[config.mk]
export PLATFORM = sky130hd
export DESIGN_NAME = ctmr_top
export DESIGN_NICKNAME = d
export VERILOG_FILES = /design/src/rtl/ctmr_pkg.sv /design/src/rtl/ctmr_preload.sv /design/src/rtl/ctmr_src_sel.sv /design/src/rtl/ctmr_core.sv /design/src/rtl/ctmr_top.sv
export SDC_FILE = /design/constraint.sdc
export NUM_CORES = 1
export LEC_CHECK = 0
export ABC_AREA = 1
export BUFFER_PORTS_ARGS = -buffer_cell sky130_fd_sc_hd__buf_4
export CAP_MARGIN = 15
export CORE_UTILIZATION = 51
export DETAILED_ROUTE_END_ITERATION = 6
export GPL_TIMING_DRIVEN = 0
export PLACE_DENSITY = 0.84
export SLEW_MARGIN = 10
export SYNTH_ARGS = -nofsm -noshare
export SYNTH_HDL_FRONTEND = slang
export SYNTH_HIERARCHICAL = 1
export SYNTH_SLANG_ARGS = --single-unit
[constraint.sdc]
create_clock -name clk -period 1.7 [get_ports clk]
set_clock_uncertainty 0.1 [all_clocks]
set_input_delay 0 -clock clk [delete_from_list [all_inputs] [get_ports clk]]
set_output_delay 0 -clock clk [all_outputs]
set_load 0.01 [all_outputs]
[src/rtl/ctmr_pkg.sv]
package ctmr_pkg;

  typedef enum logic [1:0] {
    SRC_PIN  = 2'd0,
    SRC_TXA  = 2'd1,
    SRC_TXB  = 2'd2,
    SRC_XTAL = 2'd3
  } src_kind_e;

  typedef struct packed {
    src_kind_e src;
    logic      div;
    logic      timer;
  } mode_dec_t;

  // Mode code to source, prescale and mode decode
  function automatic mode_dec_t decode_mode(input logic [2:0] code);
    mode_dec_t d;
    d.timer = code[2];
    d.div   = 1'b0;
    d.src   = SRC_PIN;
    case (code)
      3'b000: d.src = SRC_PIN;
      3'b001: d.src = SRC_TXA;
      3'b010: d.src = SRC_TXB;
      3'b011: begin d.src = SRC_XTAL; d.div = 1'b1; end
      3'b100: d.src = SRC_PIN;
      3'b101: begin d.src = SRC_PIN;  d.div = 1'b1; end
      3'b110: d.src = SRC_XTAL;
      default: begin d.src = SRC_XTAL; d.div = 1'b1; end
    endcase
    return d;
  endfunction

endpackage

[src/rtl/ctmr_preload.sv]
module ctmr_preload #(
  parameter int CNT_W    = 16,
  parameter int BYTE_W   = 8,
  parameter int MIN_LOAD = 2
) (
  input  logic                      clk,
  input  logic                      rst_n,
  input  logic [BYTE_W-1:0]         wr_data,
  input  logic [CNT_W/BYTE_W-1:0]   lane_we,
  output logic [CNT_W-1:0]          eff_load
);

  localparam int NLANE = CNT_W / BYTE_W;
  localparam logic [CNT_W-1:0] MIN_V = CNT_W'(MIN_LOAD);

  logic [CNT_W-1:0] raw_q;

  genvar g;
  generate
    for (g = 0; g < NLANE; g++) begin : g_lane
      logic [BYTE_W-1:0] lane_n;
      logic [BYTE_W-1:0] lane_q;

      always_comb begin
        lane_n = lane_q;
        if (lane_we[g]) lane_n = wr_data;
      end

      always_ff @(posedge clk or negedge rst_n) begin
        if (!rst_n) lane_q <= '0;
        else        lane_q <= lane_n;
      end

      assign raw_q[g*BYTE_W +: BYTE_W] = lane_q;
    end
  endgenerate

  always_comb begin
    eff_load = raw_q;
    if (raw_q < MIN_V) eff_load = MIN_V;
  end

endmodule

[src/rtl/ctmr_src_sel.sv]
module ctmr_src_sel
  import ctmr_pkg::*;
#(
  parameter int PRESC_W = 4
) (
  input  logic       clk,
  input  logic       rst_n,
  input  logic [2:0] mode_sel,
  input  logic       pin_tick,
  input  logic       txa_tick,
  input  logic       txb_tick,
  input  logic       xtal_tick,
  output logic       src_tick,
  output logic       is_timer
);

  mode_dec_t dec;
  logic      base_tick;
  logic [2:0] mode_q;
  logic       mode_chg;

  assign dec      = decode_mode(mode_sel);
  assign is_timer = dec.timer;
  assign mode_chg = (mode_sel != mode_q);

  always_comb begin
    case (dec.src)
      SRC_PIN:  base_tick = pin_tick;
      SRC_TXA:  base_tick = txa_tick;
      SRC_TXB:  base_tick = txb_tick;
      default:  base_tick = xtal_tick;
    endcase
  end

  always_ff @(posedge clk or negedge rst_n) begin
    if (!rst_n) mode_q <= '0;
    else        mode_q <= mode_sel;
  end

  generate
    if (PRESC_W > 0) begin : g_presc
      logic [PRESC_W-1:0] presc_q;
      logic [PRESC_W-1:0] presc_n;

      always_comb begin
        presc_n = presc_q;
        if (mode_chg)                 presc_n = '0;
        else if (base_tick && dec.div) presc_n = presc_q + 1'b1;
      end

      always_ff @(posedge clk or negedge rst_n) begin
        if (!rst_n) presc_q <= '0;
        else        presc_q <= presc_n;
      end

      assign src_tick = !mode_chg && base_tick && (!dec.div || (presc_q == '1));
    end else begin : g_nopresc
      assign src_tick = !mode_chg && base_tick;
    end
  endgenerate

endmodule

[src/rtl/ctmr_core.sv]
module ctmr_core #(
  parameter int CNT_W = 16
) (
  input  logic             clk,
  input  logic             rst_n,
  input  logic             is_timer,
  input  logic             src_tick,
  input  logic             start_stb,
  input  logic             stop_stb,
  input  logic [CNT_W-1:0] eff_load,
  output logic [CNT_W-1:0] count_q,
  output logic             run_q,
  output logic             ready_q,
  output logic             wave_q
);

  localparam logic [CNT_W-1:0] ONE = CNT_W'(1);

  logic [CNT_W-1:0] count_n;
  logic             run_n;
  logic             ready_n;
  logic             wave_n;

  always_comb begin
    count_n = count_q;
    run_n   = run_q;
    ready_n = ready_q;
    wave_n  = wave_q;
    if (start_stb) begin
      count_n = eff_load;
      run_n   = 1'b1;
      ready_n = 1'b0;
      if (is_timer) wave_n = 1'b1;
    end else if (stop_stb && !is_timer) begin
      run_n   = 1'b0;
      ready_n = 1'b0;
    end else begin
      if (run_q && src_tick) begin
        if (is_timer) begin
          if (count_q <= ONE) begin
            count_n = eff_load;
            wave_n  = !wave_q;
            ready_n = 1'b1;
          end else begin
            count_n = count_q - ONE;
          end
        end else begin
          count_n = count_q - ONE;
          if (count_q == ONE) ready_n = 1'b1;
        end
      end
      if (stop_stb) ready_n = 1'b0;
    end
  end

  always_ff @(posedge clk or negedge rst_n) begin
    if (!rst_n) begin
      count_q <= '0;
      run_q   <= 1'b0;
      ready_q <= 1'b0;
      wave_q  <= 1'b0;
    end else begin
      count_q <= count_n;
      run_q   <= run_n;
      ready_q <= ready_n;
      wave_q  <= wave_n;
    end
  end

endmodule

[src/rtl/ctmr_top.sv]
module ctmr_top #(
  parameter int CNT_W    = 16,
  parameter int BYTE_W   = 8,
  parameter int PRESC_W  = 4,
  parameter int MIN_LOAD = 2
) (
  input  logic              clk,
  input  logic              rst_n,
  input  logic [2:0]        mode_sel,
  input  logic [BYTE_W-1:0] wr_data,
  input  logic              load_hi_we,
  input  logic              load_lo_we,
  input  logic              start_stb,
  input  logic              stop_stb,
  input  logic              pin_tick,
  input  logic              txa_tick,
  input  logic              txb_tick,
  input  logic              xtal_tick,
  output logic              ready,
  output logic              wave_out,
  output logic [CNT_W-1:0]  count_val
);

  logic [CNT_W-1:0] eff_load;
  logic             src_tick;
  logic             is_timer;
  logic             run_q;

  ctmr_preload #(
    .CNT_W(CNT_W), .BYTE_W(BYTE_W), .MIN_LOAD(MIN_LOAD)
  ) u_preload (
    .clk      (clk),
    .rst_n    (rst_n),
    .wr_data  (wr_data),
    .lane_we  ({load_hi_we, load_lo_we}),
    .eff_load (eff_load)
  );

  ctmr_src_sel #(.PRESC_W(PRESC_W)) u_src (
    .clk       (clk),
    .rst_n     (rst_n),
    .mode_sel  (mode_sel),
    .pin_tick  (pin_tick),
    .txa_tick  (txa_tick),
    .txb_tick  (txb_tick),
    .xtal_tick (xtal_tick),
    .src_tick  (src_tick),
    .is_timer  (is_timer)
  );

  ctmr_core #(.CNT_W(CNT_W)) u_core (
    .clk       (clk),
    .rst_n     (rst_n),
    .is_timer  (is_timer),
    .src_tick  (src_tick),
    .start_stb (start_stb),
    .stop_stb  (stop_stb),
    .eff_load  (eff_load),
    .count_q   (count_val),
    .run_q     (run_q),
    .ready_q   (ready),
    .wave_q    (wave_out)
  );

endmodule

## Word-level counts from Yosys, hierarchy flattened

Index checks and enable logic that the tools add are counted.

- $add $sub $neg: 2
- $lt $le $gt $ge: 2
- Equality and inequality tests: 14
- Mux-type cells: 26
- Reductions and logical operators: 22

Operator list:

| kind | count |
|---|---|
| 16-bit 2-to-1 mux | 6 |
| 16-bit by 1-bit == test with 1-bit output, second input constant | 1 |
| 16-bit by 1-bit less-or-equal comparator with 1-bit output, second input constant | 1 |
| 16-bit by 2-bit < comparator with 1-bit output, second input constant | 1 |
| 1-bit 2-to-1 mux | 16 |
| 16-bit by 1-bit subtractor with 16-bit output, second input constant | 1 |
| 3-bit == test, second input constant | 3 |
| 4-bit 2-to-1 mux | 2 |
| 2-bit nonzero test | 4 |
| 2-bit case mux with 3 select lines | 1 |
| 1-bit logical AND | 5 |
| 5-bit by 1-bit != test with 1-bit output, second input constant | 1 |
| 5-bit AND reduction | 1 |
| 5-bit nonzero test | 1 |
| 5-bit OR reduction | 1 |
| 4-bit by 1-bit adder with 4-bit output, second input constant | 1 |
| 4-bit == test, second input constant | 1 |
| 2-bit != test, second input constant | 2 |
| 4-bit nonzero test | 1 |
| 3-bit by 1-bit == test with 1-bit output, second input constant | 1 |
| 3-bit by 2-bit == test with 1-bit output, second input constant | 1 |
| 1-bit zero test | 3 |
| 3-bit zero test | 1 |
| 3-bit by 2-bit != test with 1-bit output, second input constant | 1 |
| other kinds (9) | 9 |

- Register bits: 42
- Input bits: 21
- Output and inout bits: 18
- Logic and storage cells: 74

## Depth between registers and ports, before layout

- Depth in word-level cells: 12
- Depth in mapped cells: 14
- Gate-level depth less buffers: 14

## Cells and area by module

Netlist, hierarchy kept.

Modules (own cells, without submodules):

| module | times used | cells each | area each (µm²) |
|---|---|---|---|
| ctmr_core | 1 | 226 | 1,483.9 |
| ctmr_preload | 1 | 68 | 772.0 |
| ctmr_src_sel | 1 | 56 | 440.4 |

## Worst setup path after synthesis

Ideal clock, no wire load.

- Kind: register -> register
- Start point: reg u_src.g_presc.presc_q[0]
- End point: reg u_core.count_q[7]
- Arrival time: 1.613 ns
- Setup slack: -0.130 ns
- Stages on the path, launching flop included: 13
- Clock period less this slack: 1.830 ns
- Cells stage by stage: dfrtp_1 -> ha_1 -> nand2_1 -> inv_1 -> a21oi_1 -> nor2_1 -> nand2_1 -> nand2_1 -> o21ai_2 -> clkinv_1 -> buf_4 -> nand3_1 -> nand2_1

- Word-level cells in the longest chain between the ends: 6

Ends and longest elaborated chain:

| what | line | source |
|---|---|---|
| start, declared | ctmr_src_sel.sv:42 | `logic [PRESC_W-1:0] presc_q;` |
| start signal, assigned | ctmr_src_sel.sv:53 | `else presc_q <= presc_n;` |
| 4-bit == test | ctmr_src_sel.sv:56 | `assign src_tick = !mode_chg && base_tick && (!dec.div \|\| (presc_q == '1));` |
| 1-bit logical OR | ctmr_src_sel.sv:56 |  |
| 1-bit logical AND | ctmr_src_sel.sv:56 |  |
| named net src_tick | ctmr_top.sv:25 | `logic src_tick;` |
| 1-bit logical AND | ctmr_core.sv:38 | `if (run_q && src_tick) begin` |
| 2-bit nonzero test (no source line) | n/a |  |
| 2-bit AND reduction (no source line) | n/a |  |
| end signal, assigned | ctmr_core.sv:63 | `count_q <= count_n;` |
| end, declared | ctmr_core.sv:11 | `output logic [CNT_W-1:0] count_q,` |

The timed path passes the listed nets, and every way through them passes these cells.
A chain may end at the register's enable or synchronous reset.

## Final worst setup path

- Start point: reg u_core.count_q[6]
- End point: reg u_core.count_q[0]

- Word-level cells in the longest chain between the ends: 6

Ends and longest elaborated chain:

| what | line | source |
|---|---|---|
| 16-bit by 1-bit less-or-equal comparator with 1-bit output | ctmr_core.sv:40 | `if (count_q <= ONE) begin` |
| 16-bit 2-to-1 mux | ctmr_core.sv:40 |  |
| 16-bit 2-to-1 mux | ctmr_core.sv:39 | `if (is_timer) begin` |
| 16-bit 2-to-1 mux | ctmr_core.sv:38 |  |
| 16-bit 2-to-1 mux | ctmr_core.sv:34 | `end else if (stop_stb && !is_timer) begin` |
| 16-bit 2-to-1 mux | ctmr_core.sv:29 | `if (start_stb) begin` |

No other way between the ends. The select of a mux whose other input is x is not followed.

==> out/metrics.yaml <==
routed_via_density: 5.40
fin_crit_sh_pct: 105
grt_pass1_wl_mm: 11.1
grt_overflow: 0
power.density_nw_per_um2: 834
status: "finished, violations left"
netlist_area_um2: 2700
fin_hold_ws_ps: 60.4
busiest_layer: "met2"
cts_root_buf: "clkbuf_8"
num_rows: 26
synth_top_cell_by_area: "dfrtp_1"
area_delta_synth_final_pct: 39.7
place_area_um2: 3070
relSlewSlack_pct: 65.4
synth_top_area_share_pct: 39.0
die_w_um: 74.7
cp-end-kind: "flip-flop"
clock_latency_ps: 290
slew_viol_final: 0
drt_iter0_markers: 351
cts_tree: "yes"
layout_min_cycle_time_ps: 1790
globalRouteMet2Util_pct: 46.5
synth_warnings: 6
grt_pass1_vias: 2508
layout.nets: 464
gr-usage-all-layers_pct: 26.4
drv_cap: 0
coreArea_um2: 5110
ys_seq_elements: 42
avgSynthCellArea_um2: 7.70
vdd_drop_max_v: 0.000614
start_util_pct: 52.8
synth_fp_nets: 374
worstPathRequired_ps: 1780
ant_nets: 0
stdcell_area_um2: 3770
wirelength_mm: 7.52
setup_violations: 17
synth_cells: 350
cts.sinks: 42
dr_total_vias: 2761
layout-drive-gt1-share_pct: 33.6
synth_async_sr_flop_share_pct: 100
fmax_ghz: 0.560
met3_usage_pct: 6.02
final_core_util_pct: 73.7
synth_top_family_by_area: "simple AND/OR/NAND/NOR gates"
regArea_um2: 1060
arrival_ps: 1870
antenna_found_initial: 0
synth_xor_area_share_pct: 2.92
finalHoldViolCount: 0
dieHeight_um: 74.7
leakagePower_nw: 1.90
synth_most_common_cell: "nand2_1"
violations: "negative setup slack"
start_kind: "flip-flop"
dpl.hpwl_mm: 4.22
firstDrtPassIters: 6
synth_compound_area_share_pct: 3.06
synth.distinct_cells: 30
grt_max_degree: 43
critPathKind: "reg2reg"
nFillCells: 346
portBuffers: 36
hp-class: "in2reg"
h-tree-depth: 2
clkTransAtPathRegs_ps: 90
ios: 39
netlist_top_cells_count: "95 x nand2_1, 42 x dfrtp_1, 42 x nand3_1"
tightest_slew_ps: 520
drt-wirelength-per-cell_um: 14.7
cts_buffer_depth: 2
yosys.area_share.simple_pct: 35.2
synthTopCellsByArea: "dfrtp_1 39%, nand2_1 13%, mux2_4 7.8%"
multiInputGateArea_um2: 1500
muxShareOfSynthArea_pct: 7.80
gp_congestion: 0.896
rsz0062_at_grt: "yes"
gr-usage-met1_pct: 31.5
synthAdderAreaFrac_pct: 1.39
synth_edf_count: 0
worst_slack_ps: -86.9
ys.flop_type: "dfrtp_1"
die_area_um2: 5580
diodes: 0
ys_seq_area_share_pct: 39.0
drc_errors: 0
cp_max_fo: 7
totalPowerFinal_mw: 3.14
cts_inserted_buffers: 5
## sequential cells by signal (all words and copies together) (netlist names)
register and flops:
u_core/run_q 1, u_core/count_q 16, u_core/ready_q 1, u_core/wave_q 1, u_src/g_presc.presc_q 4, u_src/mode_q 3
u_preload/g_lane.lane_q 16
## layout make-up
cell class	instances	share of cell area, %
buffer	23	3.72
clock buffer	5	1.83
clock inverter	3	1.06
inverter	41	4.22
multi-input combinational	244	39.9
sequential	42	28.1
tap	70	2.33
timing repair buffer	83	18.8
## layer usage
| metal | part of all wire, % | routed length (um) |
|---|---|---|
| met3 | 7.6 | 574 |
| met1 | 40 | 2990 |
| met4 | 2.6 | 197 |
| met2 | 50 | 3760 |
| met5 | 0 | 0 |
## kinds of logic (layout without fill, tap and decap cells)
group / Yosys count / count (layout)
multiplexers: 14 / 14
XOR/XNOR: 9 / 9
buffers and inverters: 64 / 155
AO/OA/AOI/OAI: 12 / 12
adder cells (fa/ha/maj): 3 / 3
AND/OR/NAND/NOR: 206 / 206
flip-flops: 42 / 42
## worst max-delay path, cell delays in order (launching register included)
cell and delay (ps):
dfrtp_2 460, nor2_1 170, nand2_1 160, a21oi_4 180
nand3_4 140, nand2_8 140, clkbuf_16 150, nand2_2 50
nand3_2 70, nand2_1 60
## report_power, final
group	switching, mW	leakage, nW	total, mW	internal [mW]
clock network	0.354	0.0579	0.786	0.433
registers	0.171	0.502	1.29	1.12
logic	0.559	1.34	1.06	0.501
## through the flow
| stage | setup WS (ps) | setup TNS (ps) | instances |
|---|---|---|---|
| 2_1_floorplan | 3.21 | 0 | 350 |
| 3_3_place_gp | -202 | -2630 | 456 |
| 3_5_place_dp | -241 | -3260 | 456 |
| 4_1_cts | -38.5 | -290 | 506 |
| 5_1_grt | -175 | -2380 | 511 |
| 6_report | -86.9 | -1020 | 511 |
## final timing paths
check,cells past startpoint,startpoint,to,slack [ps]
max in group asynchronous,2,rst_n,u_core/count_q[2],1000
hold reg to reg,2,u_core/run_q,u_core/run_q,380
min in group asynchronous,2,rst_n,u_src/mode_q[2],120
setup reg to reg,9,u_core/count_q[6],u_core/count_q[0],-90
setup / recovery,9,u_core/count_q[6],u_core/count_q[0],-90
hold / removal,4,mode_sel[2],u_core/wave_q,60
## repair_timing
action	4_1_cts	5_1_grt
buffers inserted	18	4
pin swaps	6	25
resized for setup	17	28
setup endpoints to repair	16	19
gates cloned	1	1
hold buffers	23	0
endpoints found under the hold margin	64	0
## layout by cell type, fill, tap and decap left out, types with 2 or more instances in the layout
cell type	Yosys	routed
buf_4	2	57
buf_6	3	7
clkbuf_1	17	16
clkbuf_8	0	5
clkinv_2	0	2
dfrtp_1	42	37
dfrtp_2	0	5
dlygate4sd3_1	0	23
ha_2	0	2
inv_1	39	36
inv_2	1	4
mux2_4	14	14
nand2_1	95	91
nand2_2	9	12
nand2_4	3	3
nand3_1	42	27
nand3_2	1	16
nand3b_1	3	3
nand4_1	10	10
nor2_1	37	32
nor2_2	2	6
nor2_4	2	3
o21ai_0	5	4
o21bai_1	2	2
xnor2_1	5	5
xor2_1	4	4
No activity file was read; power rests on OpenSTA's default activity.
